**src/rtl/vrot_pkg.sv**
```systemverilog
package vrot_pkg;
  parameter int DW  = 12;          // bus and value width
  parameter int AW  = 4;           // register address width
  parameter int GW  = 4;           // guard fraction bits in the rotator
  parameter int IW  = DW + GW + 4; // rotator datapath width
  parameter int ZFB = 16;          // angle accumulator units per turn, log2
  parameter int ZW  = ZFB + 2;     // signed angle accumulator width
  parameter int CF  = 15;          // fraction bits of fixed-point constants
  parameter int KW  = 17;          // width of the gain correction constant

  localparam logic signed [KW-1:0] KINV    = 17'sd19899; // 1/1.64676 in Q15
  localparam logic signed [39:0]   C_THIRD = 40'sd10923; // 1/3
  localparam logic signed [39:0]   C_RSQ3  = 40'sd18919; // 1/sqrt(3)
  localparam logic signed [39:0]   C_HSQ3  = 40'sd28378; // sqrt(3)/2
  localparam logic signed [39:0]   C_HALF  = 40'sd16384; // 1/2
  localparam logic signed [39:0]   C_RND   = 40'sd1 <<< (CF - 1);
  localparam logic signed [39:0]   SMAX    = (40'sd1 <<< (DW - 1)) - 40'sd1;
  localparam logic signed [39:0]   SMIN    = -(40'sd1 <<< (DW - 1));

  // write decode
  localparam logic [AW-1:0] WA_VD   = 4'd0;
  localparam logic [AW-1:0] WA_VQ   = 4'd1;
  localparam logic [AW-1:0] WA_FANG = 4'd2;
  localparam logic [AW-1:0] WA_PA   = 4'd3;
  localparam logic [AW-1:0] WA_PB   = 4'd4;
  localparam logic [AW-1:0] WA_PC   = 4'd5;
  localparam logic [AW-1:0] WA_RANG = 4'd6;
  // read decode
  localparam logic [AW-1:0] RA_FX   = 4'd0;
  localparam logic [AW-1:0] RA_FY   = 4'd1;
  localparam logic [AW-1:0] RA_STAT = 4'd2;
  localparam logic [AW-1:0] RA_OA   = 4'd3;
  localparam logic [AW-1:0] RA_OB   = 4'd4;
  localparam logic [AW-1:0] RA_OC   = 4'd5;
  localparam logic [AW-1:0] RA_AL   = 4'd6;
  localparam logic [AW-1:0] RA_BE   = 4'd7;
  localparam logic [AW-1:0] RA_D    = 4'd8;
  localparam logic [AW-1:0] RA_Q    = 4'd9;

  // arctan(2^-i) in units of 1/65536 turn
  function automatic logic signed [ZW-1:0] atan_step(input int i);
    case (i)
      0:  return ZW'(8192);
      1:  return ZW'(4836);
      2:  return ZW'(2555);
      3:  return ZW'(1297);
      4:  return ZW'(651);
      5:  return ZW'(326);
      6:  return ZW'(163);
      7:  return ZW'(81);
      8:  return ZW'(41);
      9:  return ZW'(20);
      10: return ZW'(10);
      11: return ZW'(5);
      12: return ZW'(3);
      13: return ZW'(1);
      default: return '0;
    endcase
  endfunction

  function automatic logic signed [DW-1:0] sat_dw(input logic signed [39:0] v);
    if (v > SMAX)      return SMAX[DW-1:0];
    else if (v < SMIN) return SMIN[DW-1:0];
    else               return v[DW-1:0];
  endfunction
endpackage

```
**src/rtl/vrot_cordic.sv**
```systemverilog
module vrot_cordic
  import vrot_pkg::*;
#(
  parameter int ITER = 14
) (
  input  logic                 clk,
  input  logic                 rst_n,
  input  logic                 start,
  input  logic [DW-1:0]        ang,
  input  logic signed [DW-1:0] xin,
  input  logic signed [DW-1:0] yin,
  output logic                 busy,
  output logic signed [DW-1:0] xout,
  output logic signed [DW-1:0] yout
);
  localparam int CW  = $clog2(ITER + 1);
  localparam int ZSH = ZFB - DW;
  localparam int SH  = CF + GW;

  typedef enum logic [1:0] {ST_IDLE, ST_RUN, ST_SCALE} st_e;

  st_e st_q, st_d;
  logic [CW-1:0] cnt_q, cnt_d;
  logic signed [IW-1:0] x_q, y_q, x_d, y_d;
  logic signed [IW-1:0] xe, ye, xr, yr, xs, ys;
  logic signed [ZW-1:0] z_q, z_d, z0, at;
  logic signed [DW-1:0] xo_q, yo_q, xo_d, yo_d;
  logic signed [IW+KW-1:0] px, py;
  logic signed [39:0] pxr, pyr;
  logic dp_en, out_en;

  // quadrant pre-rotation, residual angle, one micro-rotation, gain fix
  always_comb begin
    xe = IW'(xin) <<< GW;
    ye = IW'(yin) <<< GW;
    unique case (ang[DW-1 -: 2])
      2'd0:    begin xr = xe;  yr = ye;  end
      2'd1:    begin xr = -ye; yr = xe;  end
      2'd2:    begin xr = -xe; yr = -ye; end
      default: begin xr = ye;  yr = -xe; end
    endcase
    z0  = signed'(ZW'({ang[DW-3:0], {ZSH{1'b0}}}));
    at  = atan_step(int'(cnt_q));
    xs  = x_q >>> cnt_q;
    ys  = y_q >>> cnt_q;
    px  = x_q * KINV;
    py  = y_q * KINV;
    pxr = (40'(px) + (40'sd1 <<< (SH - 1))) >>> SH;
    pyr = (40'(py) + (40'sd1 <<< (SH - 1))) >>> SH;
  end

  always_comb begin
    st_d   = st_q;
    cnt_d  = cnt_q;
    x_d    = x_q;
    y_d    = y_q;
    z_d    = z_q;
    xo_d   = sat_dw(pxr);
    yo_d   = sat_dw(pyr);
    dp_en  = 1'b0;
    out_en = 1'b0;
    if (start) begin
      dp_en = 1'b1;
      st_d  = ST_RUN;
      cnt_d = '0;
      x_d   = xr;
      y_d   = yr;
      z_d   = z0;
    end else begin
      unique case (st_q)
        ST_RUN: begin
          dp_en = 1'b1;
          cnt_d = cnt_q + 1'b1;
          if (z_q[ZW-1]) begin
            x_d = x_q + ys;
            y_d = y_q - xs;
            z_d = z_q + at;
          end else begin
            x_d = x_q - ys;
            y_d = y_q + xs;
            z_d = z_q - at;
          end
          if (cnt_q == CW'(ITER - 1)) st_d = ST_SCALE;
        end
        ST_SCALE: begin
          out_en = 1'b1;
          st_d   = ST_IDLE;
        end
        default: st_d = ST_IDLE;
      endcase
    end
  end

  always_ff @(posedge clk or negedge rst_n) begin
    if (!rst_n) begin
      st_q  <= ST_IDLE;
      cnt_q <= '0;
      x_q   <= '0;
      y_q   <= '0;
      z_q   <= '0;
      xo_q  <= '0;
      yo_q  <= '0;
    end else begin
      st_q <= st_d;
      if (dp_en) begin
        cnt_q <= cnt_d;
        x_q   <= x_d;
        y_q   <= y_d;
        z_q   <= z_d;
      end
      if (out_en) begin
        xo_q <= xo_d;
        yo_q <= yo_d;
      end
    end
  end

  assign busy = (st_q != ST_IDLE);
  assign xout = xo_q;
  assign yout = yo_q;
endmodule

```
**src/rtl/vrot_clarke.sv**
```systemverilog
module vrot_clarke
  import vrot_pkg::*;
(
  input  logic signed [DW-1:0] pa,
  input  logic signed [DW-1:0] pb,
  input  logic signed [DW-1:0] pc,
  output logic signed [DW-1:0] alpha,
  output logic signed [DW-1:0] beta
);
  logic signed [39:0] sa, sb, ta, tb;

  always_comb begin
    sa    = 40'(pa) * 40'sd2 - 40'(pb) - 40'(pc);
    sb    = 40'(pb) - 40'(pc);
    ta    = (sa * C_THIRD + C_RND) >>> CF;
    tb    = (sb * C_RSQ3 + C_RND) >>> CF;
    alpha = sat_dw(ta);
    beta  = sat_dw(tb);
  end
endmodule

```
**src/rtl/vrot_iclarke.sv**
```systemverilog
module vrot_iclarke
  import vrot_pkg::*;
(
  input  logic signed [DW-1:0] x,
  input  logic signed [DW-1:0] y,
  output logic signed [DW-1:0] pa,
  output logic signed [DW-1:0] pb,
  output logic signed [DW-1:0] pc
);
  logic signed [39:0] hx, sy;
  logic signed [DW-1:0] pbc [2];

  assign hx = -(40'(x) * C_HALF);
  assign sy = 40'(y) * C_HSQ3;

  // phases B and C differ only in the sign of the quadrature term
  for (genvar g = 0; g < 2; g++) begin : g_ph
    logic signed [39:0] acc;
    assign acc    = ((g == 0) ? (hx + sy + C_RND) : (hx - sy + C_RND)) >>> CF;
    assign pbc[g] = sat_dw(acc);
  end

  assign pa = x;
  assign pb = pbc[0];
  assign pc = pbc[1];
endmodule

```
**src/rtl/vrot_coproc.sv**
```systemverilog
module vrot_coproc
  import vrot_pkg::*;
#(
  parameter int ITER = 14
) (
  input  logic          clk,
  input  logic          rst_n,
  input  logic          cs_n,
  input  logic          rd_n,
  input  logic          wr_n,
  input  logic [AW-1:0] addr,
  input  logic [DW-1:0] wdata,
  output logic [DW-1:0] rdata
);
  logic [1:0] rs_q;
  logic       rst_ni;
  logic       wr_q, wr_ev;
  logic       fwd_start, rev_start, fwd_busy, rev_busy;
  logic signed [DW-1:0] vd_q, vq_q, pa_q, pb_q, pc_q, al_q, be_q;
  logic signed [DW-1:0] al_c, be_c, fx, fy, oa, ob, oc, rd_d, rq;
  logic [DW-1:0] rev_ang, rd_val;

  // reset: asserted at once, released on the clock
  always_ff @(posedge clk or negedge rst_n) begin
    if (!rst_n) rs_q <= '0;
    else        rs_q <= {rs_q[0], 1'b1};
  end
  assign rst_ni = rs_q[1];

  // write strobe rising edge while selected
  always_ff @(posedge clk or negedge rst_ni) begin
    if (!rst_ni) wr_q <= 1'b1;
    else         wr_q <= wr_n;
  end
  assign wr_ev     = !cs_n && wr_n && !wr_q;
  assign fwd_start = wr_ev && (addr == WA_FANG);
  assign rev_start = wr_ev && (addr == WA_RANG);
  assign rev_ang   = '0 - wdata;

  always_ff @(posedge clk or negedge rst_ni) begin
    if (!rst_ni) begin
      vd_q <= '0;
      vq_q <= '0;
      pa_q <= '0;
      pb_q <= '0;
      pc_q <= '0;
      al_q <= '0;
      be_q <= '0;
    end else begin
      if (wr_ev && (addr == WA_VD)) vd_q <= wdata;
      if (wr_ev && (addr == WA_VQ)) vq_q <= wdata;
      if (wr_ev && (addr == WA_PA)) pa_q <= wdata;
      if (wr_ev && (addr == WA_PB)) pb_q <= wdata;
      if (wr_ev && (addr == WA_PC)) pc_q <= wdata;
      if (rev_start) begin
        al_q <= al_c;
        be_q <= be_c;
      end
    end
  end

  vrot_clarke u_clarke (
    .pa(pa_q), .pb(pb_q), .pc(pc_q), .alpha(al_c), .beta(be_c)
  );

  vrot_cordic #(.ITER(ITER)) u_fwd (
    .clk(clk), .rst_n(rst_ni), .start(fwd_start), .ang(wdata),
    .xin(vd_q), .yin(vq_q), .busy(fwd_busy), .xout(fx), .yout(fy)
  );

  vrot_cordic #(.ITER(ITER)) u_rev (
    .clk(clk), .rst_n(rst_ni), .start(rev_start), .ang(rev_ang),
    .xin(al_c), .yin(be_c), .busy(rev_busy), .xout(rd_d), .yout(rq)
  );

  vrot_iclarke u_iclarke (
    .x(fx), .y(fy), .pa(oa), .pb(ob), .pc(oc)
  );

  always_comb begin
    rd_val = '0;
    unique case (addr)
      RA_FX:   rd_val = fx;
      RA_FY:   rd_val = fy;
      RA_STAT: rd_val = {{(DW-2){1'b0}}, rev_busy, fwd_busy};
      RA_OA:   rd_val = oa;
      RA_OB:   rd_val = ob;
      RA_OC:   rd_val = oc;
      RA_AL:   rd_val = al_q;
      RA_BE:   rd_val = be_q;
      RA_D:    rd_val = rd_d;
      RA_Q:    rd_val = rq;
      default: rd_val = '0;
    endcase
  end
  assign rdata = (!cs_n && !rd_n) ? rd_val : '0;
endmodule

```
**config.mk**
```make
export PLATFORM = sky130hd
export DESIGN_NAME = vrot_coproc
export DESIGN_NICKNAME = d
export VERILOG_FILES = /design/src/rtl/vrot_pkg.sv /design/src/rtl/vrot_cordic.sv /design/src/rtl/vrot_clarke.sv /design/src/rtl/vrot_iclarke.sv /design/src/rtl/vrot_coproc.sv
export SDC_FILE = /design/constraint.sdc
export NUM_CORES = 2
export LEC_CHECK = 0
export BUFFER_PORTS_ARGS = -buffer_cell sky130_fd_sc_hd__buf_2
export CAP_MARGIN = 15
export CELL_PAD_IN_SITES_DETAIL_PLACEMENT = 2
export CELL_PAD_IN_SITES_GLOBAL_PLACEMENT = 2
export CORE_MARGIN = 3
export CORE_UTILIZATION = 25
export CTS_BUF_LIST = sky130_fd_sc_hd__clkbuf_4 sky130_fd_sc_hd__clkbuf_8 sky130_fd_sc_hd__clkbuf_16
export DETAILED_ROUTE_END_ITERATION = 10
export HOLD_SLACK_MARGIN = 0.03
export PLACE_DENSITY_LB_ADDON = 0.2
export SLEW_MARGIN = 20
export SYNTH_ARGS = -nofsm -noshare
export SYNTH_HDL_FRONTEND = slang
export SYNTH_SLANG_ARGS = --single-unit
```
**constraint.sdc**
```tcl
create_clock -name clk -period 20 [get_ports clk]
set_input_delay 4 -clock clk [delete_from_list [all_inputs] [get_ports clk]]
set_output_delay 4 -clock clk [all_outputs]
set_load 0.01 [all_outputs]
```
==> reports/results.ini <==
[run_status]
outcome = complete, no violations

[setup_path]
crit_buf_inv = 4
worstPathMaxFanout = 15
startpoint_type = flop
r2r_slack_ns = 7.98
worst_r2r_endpoint = u_rev.y_q[8]
end_kind = output port
crit_path_top_delay_cell = a311o_1
cpLargestDelayFamily = adder cells
cp.required_ns = 16.00
slowest_delay_ns = 0.65
path_class = reg2out
r2r_cells = 43
crit_top_cell = fa_1
r2r-start = pb_q[0]
critPathArrivalTime_ns = 11.26

[synthesis]
synth_top_flop_cell = dfrtp_1
synth_nets = 9739
synth-edff-count = 0
ys_top_cells_by_area = fa_1 (25%), ha_1 (21%), dfrtp_1 (9.6%)
yosysTopAreaCellShare = 0.248
ys_warn_count = 0
synth_cell_types = 105
avgSynthCellArea_um2 = 8.84
synth-seq-area-share = 0.0966
syn_area_mm2 = 0.0681
netlist.top_cell.by_area = fa_1
async_flop_share = 1.00
ys_ff_latch = 263
syn_inst = 7708

[placed_design]
io_buffers = 32
gp_congestion = 0.814
dpl.hpwl_mm = 205
dpl.cell_count = 11200
post-place-ws_ns = 5.24

[timing]
slew_headroom = 0.236
worst_pin_slew_ns = 1.14
slew_violations = 0
layout_setup_ws_ns = 4.74
fin_crit_ns = 15.26
grt_setup_unrepaired = no
fin_crit_sh = 0.763
setup_tns_ns = 0
hold_violations = 0
setup_viol_count_final = 0
final.setup_skew_ns = 0.0327
fmax_mhz = 65.5

[cts]
clk_pin_slew_ns = 0.05
clockBufferDepth = 3
hold_buffers = 0
htreeDepth = 2
ctsResizeCount = 0
numCtsBuffers = 41
cts_root_buf = clkbuf_16
clock-sinks = 263
cts_setup_buffers = 0
insertion_delay_ns = 0.62
cts_tree = yes

[grt]
overflow = 0
grt_pass1_vias = 61900
grt_start_max_net_pins = 143
grt_usage = 0.175
antenna_found_initial = 13
use_met3 = 0.00673
met2_usage = 0.308
gr-max-usage-layer = met2
grt_pass1_wl_mm = 381
grtUsageMet1 = 0.240

[cells_and_area]
fin_cells = 11300
final_util = 0.274
regArea_mm2 = 0.00660
nFillCells = 30800
syn2layout_area_growth_pct = 8.98
multi_input_area_mm2 = 0.0548
drive_gt1_frac = 0.0609
num-nets-final = 9682

[min_path]
hold_class = reg2reg
min_path_cells = 0
hold_start = rs_q[0]
holdPathEnd = rs_q[1]

[route]
remaining_drc_errors = 0
vias = 54600
wl_per_cell_um = 21.6
drt_wl_total_mm = 244
vias_per_cell = 4.85
drt_iter0_markers = 2242
dr.pass1.iters = 8
ant_nets = 0

[flow_run]
maxCapViolCount = 0

[die]
rows = 191
core_area_mm2 = 0.271
dieArea_mm2 = 0.279
ios = 33
die_y_um = 528
die_x_um = 528
start_util = 0.251

==> state kept, by name, summed over array words and instances, names as in the netlist, 18 cells and up <==
name       flops
u_fwd.x_q     20
u_fwd.y_q     20
u_fwd.z_q     18
u_rev.x_q     20
u_rev.y_q     20
u_rev.z_q     18
==> synthesized netlist by cell type (30+ instances only) <==
cell	instances
and2_1	39
dfrtp_1	262
a211oi_1	76
mux4_2	75
nand2_1	457
nor3_1	131
ha_1	1165
xnor2_1	221
a31oi_1	68
nand2b_1	54
o21a_1	46
clkbuf_1	177
buf_1	34
inv_1	1596
mux2_2	75
a21oi_1	447
nor2_1	464
mux2i_1	64
xor2_1	121
nand3_1	107
nor2b_1	60
or3_1	60
fa_1	845
o31ai_1	30
and3_1	60
a21o_1	99
o211ai_1	49
o21ai_0	315
==> area by class of cell <==
class	instances	area share
Multi-Input combinational cell	5610	0.737
Sequential cell	263	0.0888
Inverter	1600	0.0809
Tap cell	3570	0.0602
Clock buffer	55	0.0162
Timing Repair Buffer	135	0.0127
Clock inverter	20	0.00337
Antenna cell	13	0.000438
==> worst register-to-register path, delay by kind of cell, from the launching register on <==
kind,cells,cell delay (ns)
adders and majority gates,10,4.40
xor gates and xnor gates,1,0.12
DFF,1,0.34
buffers and inverters,8,0.89
AOI/OAI and AO/OA,20,5.27
and+or+nand+nor,4,0.85
==> how the worst max path moves through the flow <==
stage                         from  slack [ns]  endpoint  cells after the start
floorplan           u_fwd.yout[10]        7.36  rdata[2]                     29
global placement    u_fwd.yout[10]        5.35  rdata[7]                     29
detailed placement  u_fwd.yout[10]        5.24  rdata[8]                     29
CTS                 u_fwd.yout[10]        4.55  rdata[8]                     29
global route        u_fwd.yout[10]        3.98  rdata[8]                     30
finish              u_fwd.yout[10]        4.74  rdata[8]                     29
==> layout by cell type, fill, tap and decap left out, types with 24 or more instances in the layout <==
master     Yosys  routed
o31ai_1       30      28
nand2_1      457     455
nor4_1        25      24
o21ai_0      315     314
fa_1         845     845
nor3_1       131     128
xnor2_1      221     217
a21boi_0      27      27
nor2_1       464     464
a31oi_1       68      68
o21bai_1      25      25
ha_1        1165    1165
a22oi_1       24      24
nand2b_1      54      52
or3_1         60      60
nor2b_1       60      58
buf_4          3     102
o211ai_1      49      49
mux4_2        75      75
mux2i_1       64      64
inv_1       1596    1596
xor2_1       121     121
a21o_1        99      99
mux2_2        75      75
buf_2         20      32
a211oi_1      76      76
and3_1        60      59
nand3_1      107     107
a21oi_1      447     446
dfrtp_1      262     253
clkbuf_16      0      43
and2_1        39      38
o21a_1        46      46
==> stage by stage <==
stage               hold WS, ns  instance area, um2
CTS                       0.361               74200
global route              0.370               74300
floorplan                 0.331               68100
detailed placement        0.346               72800
finish                    0.355               74300
global placement          0.340               72800
==> logic make-up after synthesis <==
kind of cell    Yosys count  synth area share
fa+ha+maj              2011             0.462
mux                     214            0.0466
flops                   263            0.0966
simple gates           1558             0.107
xor+xnor                343            0.0443
compound gates         1483             0.142
buf+inv                1835             0.102
other cells               1         0.0000550
==> metal layers <==
metal | vias to the layer above | share of wire
li1 | 25500 | -
met1 | 28600 | 0.47
met2 | 360 | 0.50
met3 | 108 | 0.014
met4 | 0 | 0.015
met5 | - | 0
Power is left out: the tool's default activity adds up to more than one toggle a clock period on the data nets, which glitch-free logic cannot reach.
